### src/rtl/trap_pkg.sv
package trap_pkg;
  localparam int NUM_A   = 3;
  localparam int NUM_B   = 5;
  localparam int NUM_RST = 3;
  localparam int FLAG_W  = NUM_A + NUM_B;
  localparam int NUM_W   = 7;
  localparam int HW_LEVELS = 3;

  typedef logic [1:0] lvl_t;
  localparam lvl_t LVL_NONE = 2'd0;
  localparam lvl_t LVL_I    = 2'd1;
  localparam lvl_t LVL_II   = 2'd2;
  localparam lvl_t LVL_III  = 2'd3;

  localparam logic [NUM_W-1:0] NUM_RESET = 7'h00;
  localparam logic [NUM_W-1:0] NUM_FAULT = 7'h0A;

  typedef struct packed {
    logic             hw;
    lvl_t             lvl;
    logic [NUM_W-1:0] num;
  } trap_req_t;

  function automatic logic [NUM_W-1:0] urgent_num(input int idx);
    return NUM_W'(2 * (idx + 1));
  endfunction
endpackage

### src/rtl/trap_flags.sv
module trap_flags
  import trap_pkg::*;
(
  input  logic              clk_i,
  input  logic              rst_ni,
  input  logic [NUM_RST-1:0] rst_cause_i,
  input  logic [NUM_A-1:0]  set_a_i,
  input  logic [NUM_B-1:0]  set_b_i,
  input  logic              clr_we_i,
  input  logic [FLAG_W-1:0] clr_mask_i,
  input  logic              take_rst_i,
  input  logic [NUM_A-1:0]  take_a_i,
  input  logic              take_b_i,
  output logic [FLAG_W-1:0] flags_o,
  output logic              pend_rst_o,
  output logic [NUM_A-1:0]  pend_a_o,
  output logic              pend_b_o
);
  logic [FLAG_W-1:0] set_vec;
  logic [FLAG_W-1:0] clr_vec;

  assign set_vec = {set_b_i, set_a_i};
  assign clr_vec = clr_we_i ? clr_mask_i : '0;

  always_ff @(posedge clk_i or negedge rst_ni) begin
    if (!rst_ni) begin
      flags_o    <= '0;
      pend_rst_o <= 1'b0;
      pend_a_o   <= '0;
      pend_b_o   <= 1'b0;
    end else begin
      flags_o    <= (flags_o & ~clr_vec) | set_vec;
      pend_rst_o <= (pend_rst_o & ~take_rst_i) | (|rst_cause_i);
      pend_a_o   <= (pend_a_o & ~take_a_i) | set_a_i;
      pend_b_o   <= (pend_b_o & ~take_b_i) | (|set_b_i);
    end
  end

  for (genvar g = 0; g < FLAG_W; g++) begin : g_flag_chk
    AST_SET_WINS: assert property (@(posedge clk_i) disable iff (!rst_ni)
      set_vec[g] |=> flags_o[g]);
    AST_FLAG_HOLD: assert property (@(posedge clk_i) disable iff (!rst_ni)
      flags_o[g] && !clr_vec[g] |=> flags_o[g]);
  end

  AST_PEND_HOLD: assert property (@(posedge clk_i) disable iff (!rst_ni)
    pend_b_o && !take_b_i |=> pend_b_o);
endmodule

### src/rtl/trap_arbiter.sv
module trap_arbiter
  import trap_pkg::*;
(
  input  logic             pend_rst_i,
  input  logic [NUM_A-1:0] pend_a_i,
  input  logic             pend_b_i,
  input  logic             sw_pend_i,
  input  logic [NUM_W-1:0] sw_num_i,
  input  lvl_t             cur_lvl_i,
  output logic             sel_valid_o,
  output trap_req_t        sel_o,
  output logic             take_rst_o,
  output logic [NUM_A-1:0] take_a_o,
  output logic             take_b_o,
  output logic             take_sw_o
);
  logic hit;

  always_comb begin
    sel_valid_o = 1'b0;
    sel_o       = '0;
    take_rst_o  = 1'b0;
    take_a_o    = '0;
    take_b_o    = 1'b0;
    take_sw_o   = 1'b0;
    hit         = 1'b0;
    if (pend_rst_i && (LVL_III > cur_lvl_i)) begin
      sel_valid_o = 1'b1;
      sel_o.hw    = 1'b1;
      sel_o.lvl   = LVL_III;
      sel_o.num   = NUM_RESET;
      take_rst_o  = 1'b1;
    end else if ((|pend_a_i) && (LVL_II > cur_lvl_i)) begin
      sel_valid_o = 1'b1;
      sel_o.hw    = 1'b1;
      sel_o.lvl   = LVL_II;
      for (int i = 0; i < NUM_A; i++) begin
        if (pend_a_i[i] && !hit) begin
          hit         = 1'b1;
          take_a_o[i] = 1'b1;
          sel_o.num   = urgent_num(i);
        end
      end
    end else if (pend_b_i && (LVL_I > cur_lvl_i)) begin
      sel_valid_o = 1'b1;
      sel_o.hw    = 1'b1;
      sel_o.lvl   = LVL_I;
      sel_o.num   = NUM_FAULT;
      take_b_o    = 1'b1;
    end else if (sw_pend_i) begin
      sel_valid_o = 1'b1;
      sel_o.hw    = 1'b0;
      sel_o.lvl   = cur_lvl_i;
      sel_o.num   = sw_num_i;
      take_sw_o   = 1'b1;
    end
  end

  always_comb begin
    assert ($onehot0({take_rst_o, take_a_o, take_b_o, take_sw_o}))
      else $error("AST_ONE_TAKE");
  end
endmodule

### src/rtl/trap_level_stack.sv
module trap_level_stack
  import trap_pkg::*;
#(
  parameter int DEPTH   = 8,
  parameter int RESERVE = HW_LEVELS + 1
) (
  input  logic clk_i,
  input  logic rst_ni,
  input  logic push_i,
  input  lvl_t push_lvl_i,
  input  logic push_hw_i,
  input  logic pop_i,
  output lvl_t cur_lvl_o,
  output logic hw_active_o,
  output logic room_o
);
  localparam int CNT_W = $clog2(DEPTH + 1);
  localparam int IDX_W = (DEPTH > 1) ? $clog2(DEPTH) : 1;

  lvl_t             lvl_q [DEPTH];
  logic             hw_q  [DEPTH];
  logic [CNT_W-1:0] count_q;
  logic [CNT_W-1:0] hw_cnt_q;
  logic [CNT_W-1:0] top_idx;
  logic [CNT_W-1:0] wr_idx;
  logic             pop_eff;
  logic             pop_hw;

  assign pop_eff = pop_i && (count_q != '0);
  assign top_idx = count_q - CNT_W'(1);
  assign wr_idx  = count_q - CNT_W'(pop_eff);
  assign pop_hw  = pop_eff && hw_q[top_idx[IDX_W-1:0]];

  assign cur_lvl_o   = (count_q == '0) ? LVL_NONE : lvl_q[top_idx[IDX_W-1:0]];
  assign hw_active_o = (hw_cnt_q != '0);
  assign room_o      = (count_q <= CNT_W'(DEPTH - RESERVE));

  always_ff @(posedge clk_i or negedge rst_ni) begin
    if (!rst_ni) begin
      count_q  <= '0;
      hw_cnt_q <= '0;
      for (int i = 0; i < DEPTH; i++) begin
        lvl_q[i] <= LVL_NONE;
        hw_q[i]  <= 1'b0;
      end
    end else begin
      count_q  <= count_q + CNT_W'(push_i) - CNT_W'(pop_eff);
      hw_cnt_q <= hw_cnt_q + CNT_W'(push_i && push_hw_i) - CNT_W'(pop_hw);
      if (push_i) begin
        lvl_q[wr_idx[IDX_W-1:0]] <= push_lvl_i;
        hw_q[wr_idx[IDX_W-1:0]]  <= push_hw_i;
      end
    end
  end

  AST_NO_OVERFLOW: assert property (@(posedge clk_i) disable iff (!rst_ni)
    push_i && !pop_eff |-> count_q < CNT_W'(DEPTH));
  AST_EMPTY_RETT: assert property (@(posedge clk_i) disable iff (!rst_ni)
    pop_i && !push_i && (count_q == '0) |=> count_q == '0);
  AST_HW_NESTS_UP: assert property (@(posedge clk_i) disable iff (!rst_ni)
    push_i && push_hw_i && !pop_eff |-> push_lvl_i > cur_lvl_o);
endmodule

### src/rtl/trap_vector_unit.sv
module trap_vector_unit
  import trap_pkg::*;
#(
  parameter int ADDR_W      = 24,
  parameter int STACK_DEPTH = 8
) (
  input  logic              clk_i,
  input  logic              rst_ni,
  input  logic [2:0]        rst_cause_i,
  input  logic [2:0]        cls_a_i,
  input  logic [4:0]        cls_b_i,
  input  logic              sw_valid_i,
  input  logic [6:0]        sw_num_i,
  output logic              sw_ready_o,
  output logic              vec_valid_o,
  input  logic              vec_ready_i,
  output logic [ADDR_W-1:0] vec_addr_o,
  output logic [6:0]        vec_num_o,
  output logic [1:0]        vec_level_o,
  input  logic              rett_i,
  output logic              std_irq_ok_o,
  input  logic              flag_clr_we_i,
  input  logic [7:0]        flag_clr_mask_i,
  output logic [7:0]        flags_o
);
  localparam int PAD_W = ADDR_W - NUM_W - 2;

  logic             pend_rst, pend_b;
  logic [NUM_A-1:0] pend_a;
  logic             sel_valid;
  trap_req_t        sel;
  logic             take_rst, take_b, take_sw;
  logic [NUM_A-1:0] take_a;
  logic             load, accept;
  lvl_t             cur_lvl;
  logic             hw_active, room;
  logic             sw_pend_q;
  logic [NUM_W-1:0] sw_num_q;
  logic             vec_valid_q;
  trap_req_t        req_q;

  assign load   = !vec_valid_q && sel_valid;
  assign accept = vec_valid_q && vec_ready_i;

  trap_flags u_flags (
    .clk_i       (clk_i),
    .rst_ni      (rst_ni),
    .rst_cause_i (rst_cause_i),
    .set_a_i     (cls_a_i),
    .set_b_i     (cls_b_i),
    .clr_we_i    (flag_clr_we_i),
    .clr_mask_i  (flag_clr_mask_i),
    .take_rst_i  (take_rst && load),
    .take_a_i    (take_a & {NUM_A{load}}),
    .take_b_i    (take_b && load),
    .flags_o     (flags_o),
    .pend_rst_o  (pend_rst),
    .pend_a_o    (pend_a),
    .pend_b_o    (pend_b)
  );

  trap_arbiter u_arb (
    .pend_rst_i  (pend_rst),
    .pend_a_i    (pend_a),
    .pend_b_i    (pend_b),
    .sw_pend_i   (sw_pend_q),
    .sw_num_i    (sw_num_q),
    .cur_lvl_i   (cur_lvl),
    .sel_valid_o (sel_valid),
    .sel_o       (sel),
    .take_rst_o  (take_rst),
    .take_a_o    (take_a),
    .take_b_o    (take_b),
    .take_sw_o   (take_sw)
  );

  trap_level_stack #(
    .DEPTH   (STACK_DEPTH),
    .RESERVE (HW_LEVELS + 1)
  ) u_stack (
    .clk_i       (clk_i),
    .rst_ni      (rst_ni),
    .push_i      (accept),
    .push_lvl_i  (req_q.lvl),
    .push_hw_i   (req_q.hw),
    .pop_i       (rett_i),
    .cur_lvl_o   (cur_lvl),
    .hw_active_o (hw_active),
    .room_o      (room)
  );

  assign sw_ready_o = !sw_pend_q && room;

  always_ff @(posedge clk_i or negedge rst_ni) begin
    if (!rst_ni) begin
      sw_pend_q <= 1'b0;
      sw_num_q  <= '0;
    end else if (sw_valid_i && sw_ready_o) begin
      sw_pend_q <= 1'b1;
      sw_num_q  <= sw_num_i;
    end else if (take_sw && load) begin
      sw_pend_q <= 1'b0;
    end
  end

  always_ff @(posedge clk_i or negedge rst_ni) begin
    if (!rst_ni) begin
      vec_valid_q <= 1'b0;
      req_q       <= '0;
    end else if (load) begin
      vec_valid_q <= 1'b1;
      req_q       <= sel;
    end else if (accept) begin
      vec_valid_q <= 1'b0;
    end
  end

  assign vec_valid_o  = vec_valid_q;
  assign vec_num_o    = req_q.num;
  assign vec_level_o  = req_q.lvl;
  assign vec_addr_o   = {{PAD_W{1'b0}}, req_q.num, 2'b00};
  assign std_irq_ok_o = !hw_active && !(vec_valid_q && req_q.hw);

  AST_HOLD_STABLE: assert property (@(posedge clk_i) disable iff (!rst_ni)
    vec_valid_q && !vec_ready_i |=> vec_valid_q && $stable(req_q));
  AST_NO_RSVD_NUM: assert property (@(posedge clk_i) disable iff (!rst_ni)
    vec_valid_q && req_q.hw |-> !(req_q.num >= 7'h0B && req_q.num <= 7'h0F));
  AST_PREEMPT_ONLY_UP: assert property (@(posedge clk_i) disable iff (!rst_ni)
    vec_valid_q && req_q.hw |-> req_q.lvl > cur_lvl);
  AST_STD_BLOCK: assert property (@(posedge clk_i) disable iff (!rst_ni)
    accept && req_q.hw && !rett_i |=> !std_irq_ok_o);
  AST_RESET_TOP: assert property (@(posedge clk_i) disable iff (!rst_ni)
    vec_valid_q && req_q.hw && (req_q.num == NUM_RESET) |-> req_q.lvl == LVL_III);
  AST_SW_WAIT: assert property (@(posedge clk_i) disable iff (!rst_ni)
    sw_valid_i && sw_ready_o |=> !sw_ready_o);
endmodule

### config.mk
export PLATFORM = sky130hd
export DESIGN_NAME = trap_vector_unit
export DESIGN_NICKNAME = d
export VERILOG_FILES = /design/src/rtl/trap_pkg.sv /design/src/rtl/trap_flags.sv /design/src/rtl/trap_arbiter.sv /design/src/rtl/trap_level_stack.sv /design/src/rtl/trap_vector_unit.sv
export SDC_FILE = /design/constraint.sdc
export NUM_CORES = 1
export LEC_CHECK = 0
export BUFFER_PORTS_ARGS = -buffer_cell sky130_fd_sc_hd__buf_2
export CORE_MARGIN = 1.5
export CORE_UTILIZATION = 45
export CTS_BUF_LIST = sky130_fd_sc_hd__clkbuf_4
export CTS_CLUSTER_DIAMETER = 120
export DETAILED_ROUTE_END_ITERATION = 7
export GPL_ROUTABILITY_DRIVEN = 0
export GPL_TIMING_DRIVEN = 0
export MAX_ROUTING_LAYER = met4
export PLACE_DENSITY = 0.79
export SLEW_MARGIN = 5
export SYNTH_ARGS = -nofsm -noshare
export SYNTH_HDL_FRONTEND = slang
export SYNTH_SLANG_ARGS = --single-unit
### constraint.sdc
create_clock -name clk_i -period 2.7 [get_ports clk_i]
set_input_delay 0.135 -clock clk_i [delete_from_list [all_inputs] [get_ports clk_i]]
set_output_delay 0.135 -clock clk_i [all_outputs]
set_load 0.02 [all_outputs]
[Word level (Yosys, flattened, before mapping)]
Cells that the tools add are included.
W data, S select, Z words.
Cells by class
  $add $sub $neg: 6
  $mul: 0
  div/mod/pow operators: 0
  magnitude comparators: 7
  equal/unequal tests: 0
  shift-type cells: 0
  multiplexer cells: 46
  bitwise gates (word level): 15
  reduce and logical (&&, ||, !) cells: 32
Operator list (number)
  $mux W10: 3
  $mux W1: 26
  $logic_and A1 B1 Y1: 18
  $bwmux W16: 1
  $mux W3: 4
  $mux W2: 5
  $mux W9: 1
  $add A4 B1 Y4: 2
  $and A8 B8 Y8: 1
  $bwmux W8: 1
  $ge A4 B4 Y1 const B: 2
  $mux W8: 1
  $not A3 Y4: 2
  $not A8 Y8: 1
  $or A8 B8 Y8: 1
  $reduce_bool A4 Y1: 2
  $sub A4 B1 Y4: 2
  $and A3 B3 Y3: 2
  $bmux W2 S3: 1
  $demux W2 S3: 1
  $logic_not A1 Y1: 6
  $reduce_or A3 Y1: 2
  $reduce_or A5 Y1: 1
  $gt A2 B2 Y1 const A: 2
  other kinds (14): 18
Storage, ports and cells
  register bits after elaboration: 64
  bits in latches: 0
  memory bits (writable): 0
  ROM bits: 0
  bits of input ports: 32
  output and inout port bits: 44
  logic and storage cells: 134
  memories: 0

[Depth between registers and ports, before layout]
Gate-level depths: netlist of the first run.
  depth after elaboration: 24
  mapped depth: 13
  depth with buffers taken out: 12

[Cells and area by module]
Synthesis of the first run repeated with hierarchy kept, for this count alone.
Second synthesis, totals
  cell total of the unflattened synthesis: 298
  area, all modules: 3588.4 um2
By module, submodules not included
  trap_level_stack: instances 1, cells each 133, area each 1766.7 um2, sequential area each 800.8 um2
  trap_vector_unit: instances 1, cells each 86, area each 1078.5 um2, sequential area each 475.5 um2
  trap_flags: instances 1, cells each 43, area each 494.2 um2, sequential area each 325.3 um2
  trap_arbiter: instances 1, cells each 36, area each 249.0 um2, sequential area each 0.0 um2

[Worst setup path after synthesis of the first run]
OpenSTA, ideal clock, no wires.
  path kind: register -> register
  from: register u_stack.count_q[0]
  to: register req_q, in the netlist vec_level_o[0]
  data arrival time: 2.487 ns
  required time: 2.575 ns
  path slack: 0.088 ns
  stages on the path, launching flop included: 11
  path buffers: 1
  cells stage by stage: dfrtp_1 -> buf_6 -> inv_1 -> ha_1 -> a21oi_1 -> a221oi_1 -> a211oi_2 -> a21bo_4 -> o21ai_4 -> o21ai_4 -> mux2_4
On the way
  word-level cells in the longest chain between the ends: 12
RTL lines
  from (decl): line trap_level_stack.sv:22  | logic [CNT_W-1:0] count_q;
  from (signal assigned): line trap_level_stack.sv:47  | count_q <= count_q + CNT_W'(push_i) - CNT_W'(pop_eff);
  $sub A3 B1 Y3: line trap_level_stack.sv:30  | assign top_idx = count_q - CNT_W'(1);
  $not A3 Y4 (implied by the code): line trap_level_stack.sv:34  | assign cur_lvl_o = (count_q == '0) ? LVL_NONE : lvl_q[top_idx[IDX_W-1:0]];
  $bmux W2 S3: line trap_level_stack.sv:34
  $mux W2 (implied by the code) (2 in series): line trap_level_stack.sv:34
  $mux W2 (*): line trap_level_stack.sv:34
  $gt A1 B2 Y1: line trap_arbiter.sv:44  | end else if (pend_b_i && (LVL_I > cur_lvl_i)) begin
  $logic_and A1 B1 Y1: line trap_arbiter.sv:44
  $mux W1: line trap_arbiter.sv:44
  $mux W1: line trap_arbiter.sv:33  | end else if ((|pend_a_i) && (LVL_II > cur_lvl_i)) begin
  $mux W1: line trap_arbiter.sv:27  | if (pend_rst_i && (LVL_III > cur_lvl_i)) begin
  $logic_and A1 B1 Y1: line trap_vector_unit.sv:42  | assign load = !vec_valid_q && sel_valid;
  to (signal assigned): line trap_vector_unit.sv:112  | req_q <= sel;
  to (decl): line trap_vector_unit.sv:40  | trap_req_t req_q;
Mark *: on every way between the ends. The rest lies on a longest branch, timed or not. The select of a mux whose other input is x is not followed.
A chain may end at the register's enable or synchronous reset.

[Worst setup path in the final report of the first run]
  from: register u_stack.count_q[2]
  to: register req_q, in the netlist vec_level_o[1]
Same word-level chain as after synthesis.

==> results of run 1 <==
[cell families after synthesis]
kind of cell,count (synthesis)
buf+inv,55
simple gates,52
compound gates,57
fa+ha+maj,16
flops,64
other cells,1
mux,44
xor+xnor,6
[power by group through the flow]
| stage | Combinational, mW | Clock (mW) | Sequential (mW) |
|---|---|---|---|
| 3_5_place_dp | 2.75 | 0 | 1.57 |
| 2_1_floorplan | 2.15 | 0 | 1.55 |
| 5_1_grt | 3.48 | 0.703 | 1.59 |
| 4_1_cts | 2.95 | 0.661 | 1.55 |
| 3_3_place_gp | 2.62 | 0 | 1.54 |
| 6_report | 3.18 | 0.651 | 1.54 |
[cell type report]
type                    count  share of cell area, %
plain buffers              31                  4.948
clock buffers               9                  1.510
clock inverters             7                  1.566
inverters                  24                  2.013
multi-input cells         192                  36.79
flip-flops and latches     64                  35.81
well taps                  99                  2.768
repair buffers             97                  14.59
[critical path, delay by kind of cell (launching register included)]
kind	cells	cell delay [ns]
compound gates	5	1.04
flops	1	0.43
buf+inv	3	0.42
fa+ha+maj	1	0.29
mux	1	0.28
simple gates	1	0.06
[worst paths after layout]
| check | start | endpoint |
|---|---|---|
| worst max-delay path | u_stack.count_q[2] | vec_level_o[1] |
| worst min register to register | sw_num_q[0] | vec_num_o[0] |
| worst min-delay path | vec_ready_i | u_stack.hw_cnt_q[0] |
| max in group asynchronous | rst_ni | u_stack.count_q[2] |
| min in group asynchronous | rst_ni | u_stack.lvl_q[9] |
| worst max register to register | u_stack.count_q[2] | vec_level_o[1] |
[timing repair]
action / 4_1_cts / 5_1_grt
hold buffers: 26 / 0
setup endpoints to repair: 32 / 35
pin swaps: 2 / 5
gates resized for setup: 9 / 6
hold endpoints to repair: 84 / 0
buffers inserted: 3 / 11
[registers in the layout (all words and copies together) (netlist names)]
| signal | flops |
|---|---|
| u_stack.count_q | 4 |
| u_stack.lvl_q | 16 |
| u_flags.pend_a_o | 3 |
| vec_num_o | 7 |
| sw_num_q | 7 |
| req_q | 1 |
| vec_level_o | 2 |
| u_flags.pend_b_o | 1 |
| u_flags.flags_o | 8 |
| u_stack.hw_q | 8 |
| sw_pend_q | 1 |
| vec_valid_o | 1 |
| u_flags.pend_rst_o | 1 |
| u_stack.hw_cnt_q | 4 |
[cell usage after synthesis, types with 3 or more instances]
library cell   n  area (um2)
mux2_4         5       75.07
xor2_1         3       26.28
nand2b_1       3       18.77
dfrtp_1       64        1602
inv_1         24       90.09
buf_4         24       180.2
xnor2_1        3       26.28
ha_1          14       175.2
a22o_1         5       43.79
nor3_1         6       30.03
or4_1          3       22.52
nand2_1       22       82.58
a21oi_1       12       60.06
mux2_2        33       371.6
mux4_1         3       78.83
nor2_1         9       33.78
clkbuf_1       5       18.77
a21o_1        11       82.58
[per-layer routing]
metal  up-vias  share of wire, %  GRT usage [%]  wire length (um)
met5         -                 0              -                 0
met4         0               2.2          9.656               161
met3        15               5.5          3.451               400
met2        91                48          29.51              3485
met1      1218                45          23.98              3253
li1       1252                 -              -                 -
[cells in the final DEF (no fill, tap or decap), types with 3 or more instances in the layout]
cell / n
a22o_1: 5
a21o_1: 11
clkbuf_1: 5
dfrtp_1: 63
buf_4: 39
nor2_1: 9
mux4_1: 3
nor3_2: 3
xnor2_1: 3
mux2_4: 5
nor3_1: 3
nand2b_1: 3
clkbuf_4: 9
xor2_1: 3
inv_1: 23
dlygate4sd3_1: 26
buf_2: 56
conb_1: 17
nand2_1: 22
mux2_2: 33
a21oi_1: 11
or4_1: 3
ha_1: 12
[metrics by stage]
stage               setup slack, ns  setup TNS, ns  instance area [um2]  std cells
global route               -0.05199       -0.07874                 4476        523
CTS                        0.005154              0                 4373        512
floorplan                   0.08813              0                 3506        311
finish                      0.08238              0                 4476        523
global placement            -0.1714         -1.296                 3915        467
detailed placement          -0.2782         -3.346                 3918        467
==> impl_metrics.yaml, run 1 <==
status:
  status: "complete, no violations"
run:
  maxCapViolations: 0
sta:
  hold_viol: 0
  slew_viol_final: 0
  fin_worst_skew_ns: 0.02080
  holdWs_ns: 0.1090
  fin_crit_sh_pct: 96.95
  tightest_slew_ns: 0.8061
  clock.fmax_mhz: 382.0
  min_period_ns: 2.618
  slew_headroom_pct: 46.26
  finalSetupViolCount: 0
  rsz0062_at_grt: "true"
critical_path:
  cpPeakStageDelay_ns: 0.43
  worst-path-max-fanout: 10
  path_cells: "inv_1 -> ha_1 -> a21oi_2 -> a22oi_1 -> a211oi_2 -> buf_4 -> buf_6 -> nor2_2 -> a211oi_1 -> a21oi_1 -> mux2_4"
  endpoint_kind: "flop"
  rr_worst_depth: 11
  startpoint_type: "flop"
  path_class: "reg -> reg"
  critPathRequiredTime_ns: 3.02
  rrSetupSlack_ns: 0.08
  cp_slowest_cell: "dfrtp_2"
  arrival_ns: 2.93
drt:
  dr.pass1.iters: 4
  ant_nets: 0
  vias_per_cell: 4.925
  route.detailed.drc: 0
  drt_iter0_drc: 199
  wirelength_um: 7301
  vias: 2576
  detail_route.wl_per_cell_um: 13.96
floorplanning:
  start_util_pct: 47.00
  dieWidth_um: 90.51
  num_io_pins: 76
  placementRows: 31
  core_region_area_um2: 7331
  die_area_um2: 8191
  die_y_um: 90.51
cts:
  clk_latency_ns: 0.42
  clockBufferDepth: 2
  cts_num_sinks: 64
  tritoncts: "yes"
  numCtsBuffers: 9
  clk_pin_slew_ns: 0.12
  clock_tree.root_cell: "clkbuf_4"
  htreeDepth: 3
logic_synthesis:
  synth_fa_ha_area_share_pct: 6.245
  yosysSeqAreaShare_pct: 46.48
  synth_compound_area_share_pct: 12.96
  synth-edff-count: 0
  ys_ff_latch: 64
  postSynthAreaPerCell_um2: 11.68
  synth_cell_type_count: 50
  muxShareOfSynthArea_pct: 16.49
  synthesis.area_um2: 3446
  yosys_warnings: 0
  async_flop_share_pct: 100.0
  synth_top_family_by_area: "multiplexers"
  synth_flop_cell: "dfrtp_1"
  yosys.area_share.simple_pct: 7.153
  syn_inst: 295
  synth_xor_area_share_pct: 1.525
global_routing:
  antenna_found_initial: 0
  grtUsageTotal_pct: 19.07
  first_global_vias: 2579
  grt_overflow: 0
  grt_pass1_wl_um: 11860
  grt_max_degree: 65
layout:
  area_delta_synth_final_pct: 29.88
  layout.area.seq_um2: 1603
  fillers: 603
  multiInputGateArea_um2: 1647
  drive_gt1_share_pct: 40.09
  diodes: 0
  num-nets-final: 467
  fin_util_pct: 61.05
pwr:
  p_clk_share_pct: 12.1
  ir_drop_uv: 361.3
  power.density_nw_per_um2: 1202
  power_switching_mw: 2.213
  total_power_mw: 5.377
  p_leak_nw: 2.115
  seqPwrFrac_pct: 28.7
  p_int_mw: 3.165
  switching_share_pct: 41.14
  p_comb_share_pct: 59.2
placed_design:
  dpl.hpwl_um: 4998
  port_buffers: 57
min_path:
  hp-class: "in -> reg"
  min_path_cells: 3
Power figures use the tool's default switching activity.
==> inputs of run 2 (changes only) <==
==> constraint.sdc (replaced) <==
create_clock -name clk_i -period 2.7 [get_ports clk_i]
set_input_delay 0.405 -clock clk_i [delete_from_list [all_inputs] [get_ports clk_i]]
set_output_delay 0.405 -clock clk_i [all_outputs]
set_load 0.02 [all_outputs]
==> impl_metrics.yaml, run 2 (same netlist as run 1, synthesis figures left out) <==
layout:
  area_delta_synth_final_pct: 22.33
  layout_commonest_cell: "dfrtp_1"
  mostFrequentLayoutCells: "dfrtp_1 (63), buf_2 (56), buf_4 (39)"
  fin_util_pct: 57.50
  drive_gt1_share_pct: 42.71
  top_register: "u_stack.lvl_q"
  fillers: 635
  num-nets-final: 441
  diodes: 0
  reg.largest.list: "u_stack.lvl_q x16, u_flags.flags_o x8, u_stack.hw_q x8"
  final_cell_area_um2: 4215
  layout.area.seq_um2: 1603
  multiInputGateArea_um2: 1647
  largest_reg_flops: 16
status:
  status: "complete, no violations"
global_routing:
  first_global_vias: 2424
  grtUsageTotal_pct: 18.23
  grt_overflow: 0
  antenna_found_initial: 0
  grt_pass1_wl_um: 11320
  grt_max_degree: 65
min_path:
  hp-class: "in -> async"
sta:
  finalSetupViolCount: 0
  fin_worst_skew_ns: 0.01983
  tightest_slew_ns: 0.7957
  min_period_ns: 2.617
  finalSetupTns_ns: 0
  slew_headroom_pct: 46.95
  fin_crit_sh_pct: 96.93
  holdWs_ns: 0.06220
  hold_viol: 0
  setup_ws_ns: 0.08288
  slew_viol_final: 0
  clock.fmax_mhz: 382.1
drt:
  wirelength_um: 7018
  vias_per_cell: 4.988
  route.detailed.drc: 0
  detail_route.wl_per_cell_um: 14.12
  ant_nets: 0
  vias: 2479
  drt_iter0_drc: 178
  dr.pass1.iters: 4
floorplanning:
  core_region_area_um2: 7331
  die_area_um2: 8191
  die_y_um: 90.51
  num_io_pins: 76
  dieWidth_um: 90.51
  placementRows: 31
  start_util_pct: 47.00
critical_path:
  cpPeakStageDelay_ns: 0.43
  path_class: "reg -> reg"
  arrival_ns: 2.93
  cp_slowest_cell: "dfrtp_2"
  path_cells: "inv_1 -> ha_1 -> a21oi_2 -> a22oi_1 -> a211oi_2 -> buf_4 -> buf_6 -> nor2_2 -> a211oi_1 -> a21oi_1 -> mux2_4"
  rrSetupSlack_ns: 0.08
  cp_top_family: "compound AO/OA/AOI/OAI gates"
  critPathRequiredTime_ns: 3.01
  endpoint_kind: "flop"
  worst-path-max-fanout: 10
  crit_buf_inv: 3
  startpoint_type: "flop"
placed_design:
  port_buffers: 57
  place_ws_ns: -0.2782
  place_area_um2: 3918
  dpl.hpwl_um: 4998
run:
  maxCapViolations: 0
cts:
  clk_pin_slew_ns: 0.12
  clockBufferDepth: 2
  htreeDepth: 3
  tritoncts: "yes"
  clk_latency_ns: 0.41
  cts_num_sinks: 64
  clock_tree.root_cell: "clkbuf_4"
  numCtsBuffers: 9
pwr:
  p_leak_nw: 2.018
  ir_drop_uv: 362.9
  power.density_nw_per_um2: 1269
## run 2: repair_timing
action,4_1_cts,5_1_grt
buffers inserted,3,11
pin swaps,2,5
gates resized for setup,9,6
hold buffers,0,0
setup endpoints to repair,32,35
## run 2: cell type report
class / instances / share of cell area (%)
clock buffers: 9 / 1.603
multi-input cells: 192 / 39.06
repair buffers: 71 / 9.320
plain buffers: 31 / 5.254
inverters: 24 / 2.137
well taps: 99 / 2.939
flip-flops and latches: 64 / 38.02
clock inverters: 7 / 1.662
## run 2: worst paths after layout
kind	start	end	depth (start not counted)
worst max-delay path	u_stack.count_q[2]	vec_level_o[1]	11
worst min-delay path	rst_ni	u_stack.hw_q[3]	1
worst max register to register	u_stack.count_q[2]	vec_level_o[1]	11
worst min register to register	u_flags.flags_o[0]	u_flags.flags_o[0]	1
max in group asynchronous	rst_ni	u_stack.count_q[2]	1
min in group clk_i	cls_a_i[1]	u_flags.flags_o[1]	2
## run 2: stage by stage
stage                     total power, mW  std cells
after floorplan                     3.703        311
final                               5.348        497
after CTS                           5.132        486
after detailed placement            4.317        467
after global placement              4.167        467
after global routing                5.742        497
## run 2: power by group
group	internal (mW)	total (mW)	switching, mW
Sequential	1.33	1.54	0.215
Combinational	1.53	3.16	1.62
Clock	0.280	0.650	0.370
Total	3.14	5.35	2.21
## run 2: per-layer routing
metal	global-route usage [%]	part of all wire [%]
met5	-	0
met4	9.656	2.3
met3	3.620	6.2
met2	27.13	47
met1	23.48	44
## run 2: worst reg2reg max path, stage by stage (launching register included)
cell and delay, ns:
dfrtp_2 0.43, inv_1 0.09, ha_1 0.29, a21oi_2 0.24
a22oi_1 0.14, a211oi_2 0.34, buf_4 0.20, buf_6 0.13
nor2_2 0.06, a211oi_1 0.24, a21oi_1 0.09, mux2_4 0.28
==> inputs of run 3 (changes only) <==
--- a/config.mk
+++ b/config.mk
@@ -15,6 +15,7 @@
 export GPL_TIMING_DRIVEN = 0
 export MAX_ROUTING_LAYER = met4
 export PLACE_DENSITY = 0.79
+export RECOVER_POWER = 25
 export SLEW_MARGIN = 5
 export SYNTH_ARGS = -nofsm -noshare
 export SYNTH_HDL_FRONTEND = slang
==> impl_metrics.yaml, run 3 (same netlist as run 1, synthesis figures left out) <==
status:
  status: "finished with violations"
  violations: "capacitance limit, slew limit"
pwr:
  power_switching_mw: 2.209
  power.density_nw_per_um2: 1269
  total_power_mw: 5.348
  ir_drop_uv: 362.9
  p_comb_share_pct: 59.0
  seqPwrFrac_pct: 28.8
  p_clk_share_pct: 12.2
  p_leak_nw: 2.017
  p_int_mw: 3.139
  switching_share_pct: 41.31
global_routing:
  grt_pass1_wl_um: 11320
  first_global_vias: 2424
  grt_max_degree: 65
  antenna_found_initial: 0
  grt_overflow: 0
  grtUsageTotal_pct: 18.23
critical_path:
  rrSetupSlack_ns: 0.08
  r2r-end: "vec_level_o[1]"
  critPathRequiredTime_ns: 3.01
  cpPeakStageDelay_ns: 0.43
  r2r_start: "u_stack.count_q[2]"
  critPathLaunch: "u_stack.count_q[2]"
  path_class: "reg -> reg"
  endpoint_kind: "flop"
  startpoint_type: "flop"
  worst-path-max-fanout: 10
  rr_worst_depth: 11
  cp_slowest_cell: "dfrtp_2"
  arrival_ns: 2.93
  worstSetupEndpoint: "vec_level_o[1]"
  path_cells: "inv_1 -> ha_1 -> a21oi_2 -> a22oi_1 -> a211oi_2 -> buf_4 -> buf_6 -> nor2_2 -> a211oi_1 -> a21oi_1 -> mux2_4"
layout:
  area_delta_synth_final_pct: 22.26
  final_cell_area_um2: 4213
  layout_commonest_cell: "dfrtp_1"
  mostFrequentLayoutCells: "dfrtp_1 (63), buf_2 (56), buf_4 (38)"
  num-nets-final: 441
  fin_util_pct: 57.47
  diodes: 0
  top_register: "u_stack.lvl_q"
  reg.largest.list: "u_stack.lvl_q x16, u_flags.flags_o x8, u_stack.hw_q x8"
  largest_reg_flops: 16
  drive_gt1_share_pct: 42.71
floorplanning:
  placementRows: 31
  die_area_um2: 8191
  die_y_um: 90.51
  start_util_pct: 47.00
  dieWidth_um: 90.51
  num_io_pins: 76
  core_region_area_um2: 7331
min_path:
  hp-class: "in -> reg"
  min_path_cells: 2
cts:
  clk_pin_slew_ns: 0.12
  htreeDepth: 3
  tritoncts: "yes"
  clockBufferDepth: 2
  clk_latency_ns: 0.41
  numCtsBuffers: 9
  clock_tree.root_cell: "clkbuf_4"
  cts_num_sinks: 64
placed_design:
  place_area_um2: 3918
  dpl.hpwl_um: 4998
  port_buffers: 57
drt:
  vias_per_cell: 4.988
  vias: 2479
  wirelength_um: 7018
  detail_route.wl_per_cell_um: 14.12
  dr.pass1.iters: 4
  drt_iter0_drc: 178
  route.detailed.drc: 0
  ant_nets: 0
run:
  maxCapViolations: 1
sta:
  slew_headroom_pct: -4.100
  holdWs_ns: 0.1712
  min_period_ns: 2.617
  tightest_slew_ns: 1.561
  hold_viol: 0
  clock.fmax_mhz: 382.1
  finalSetupViolCount: 0
  slew_viol_final: 65
  fin_worst_skew_ns: 0.01983
  fin_crit_sh_pct: 96.93
-- run 3: per-stage QoR --
stage,instances,setup TNS (ns),worst slack (ns)
final,497,0,0.08288
after global routing,497,-0.08855,-0.05199
after CTS,486,0,0.005154
after detailed placement,467,-3.346,-0.2782
after global placement,467,-1.296,-0.1714
after floorplan,311,0,0.08813
-- run 3: repair_timing --
| action | CTS | global route |
|---|---|---|
| buffers inserted | 3 | 11 |
| endpoints found under the setup margin | 32 | 35 |
| gates cloned | 0 | 0 |
| pin swaps | 2 | 5 |
| endpoints found under the hold margin | 0 | 0 |
| hold buffers | 0 | 0 |
| gates resized for setup | 9 | 6 |
-- run 3: power by group through the flow --
stage	Sequential (mW)	Clock, mW	Combinational [mW]
2_1_floorplan	1.55	0	2.15
3_3_place_gp	1.54	0	2.62
3_5_place_dp	1.57	0	2.75
4_1_cts	1.55	0.661	2.92
5_1_grt	1.59	0.704	3.45
6_report	1.54	0.650	3.16
-- run 3: final cells by class --
cell class | instances | area (um2)
sequential | 64 | 1603
multi-input combinational | 192 | 1647
tap | 99 | 123.9
clock buffer | 9 | 67.56
fill | 636 | 3118
timing repair buffer | 71 | 390.4
clock inverter | 7 | 70.07
buffer | 31 | 221.5
inverter | 24 | 90.09
-- run 3: worst min path at each step --
| stage | from | endpoint |
|---|---|---|
| 2_1_floorplan | rst_ni | req_q[9] |
| 3_3_place_gp | u_flags.flags_o[1] | u_flags.flags_o[1] |
| 3_5_place_dp | u_flags.flags_o[0] | u_flags.flags_o[0] |
| 4_1_cts | rst_ni | u_stack.lvl_q[9] |
| 5_1_grt | cls_a_i[1] | u_flags.flags_o[1] |
| 6_report | cls_a_i[1] | u_flags.flags_o[1] |
-- run 3: metal layers --
metal  track usage [%]  wire length, um  share of wire, %
met1             23.48             3123                44
met2             27.13             3296                47
met3             3.620              437               6.2
met4             9.656              161               2.3
met5                 -                0                 0
-- run 3: critical path, delay by kind of cell, from the launching register on --
kind | cells | cell delay [ns]
and+or+nand+nor | 1 | 0.06
DFF | 1 | 0.43
buffers and inverters | 3 | 0.42
AOI/OAI and AO/OA | 5 | 1.05
muxes | 1 | 0.28
adders and majority gates | 1 | 0.29
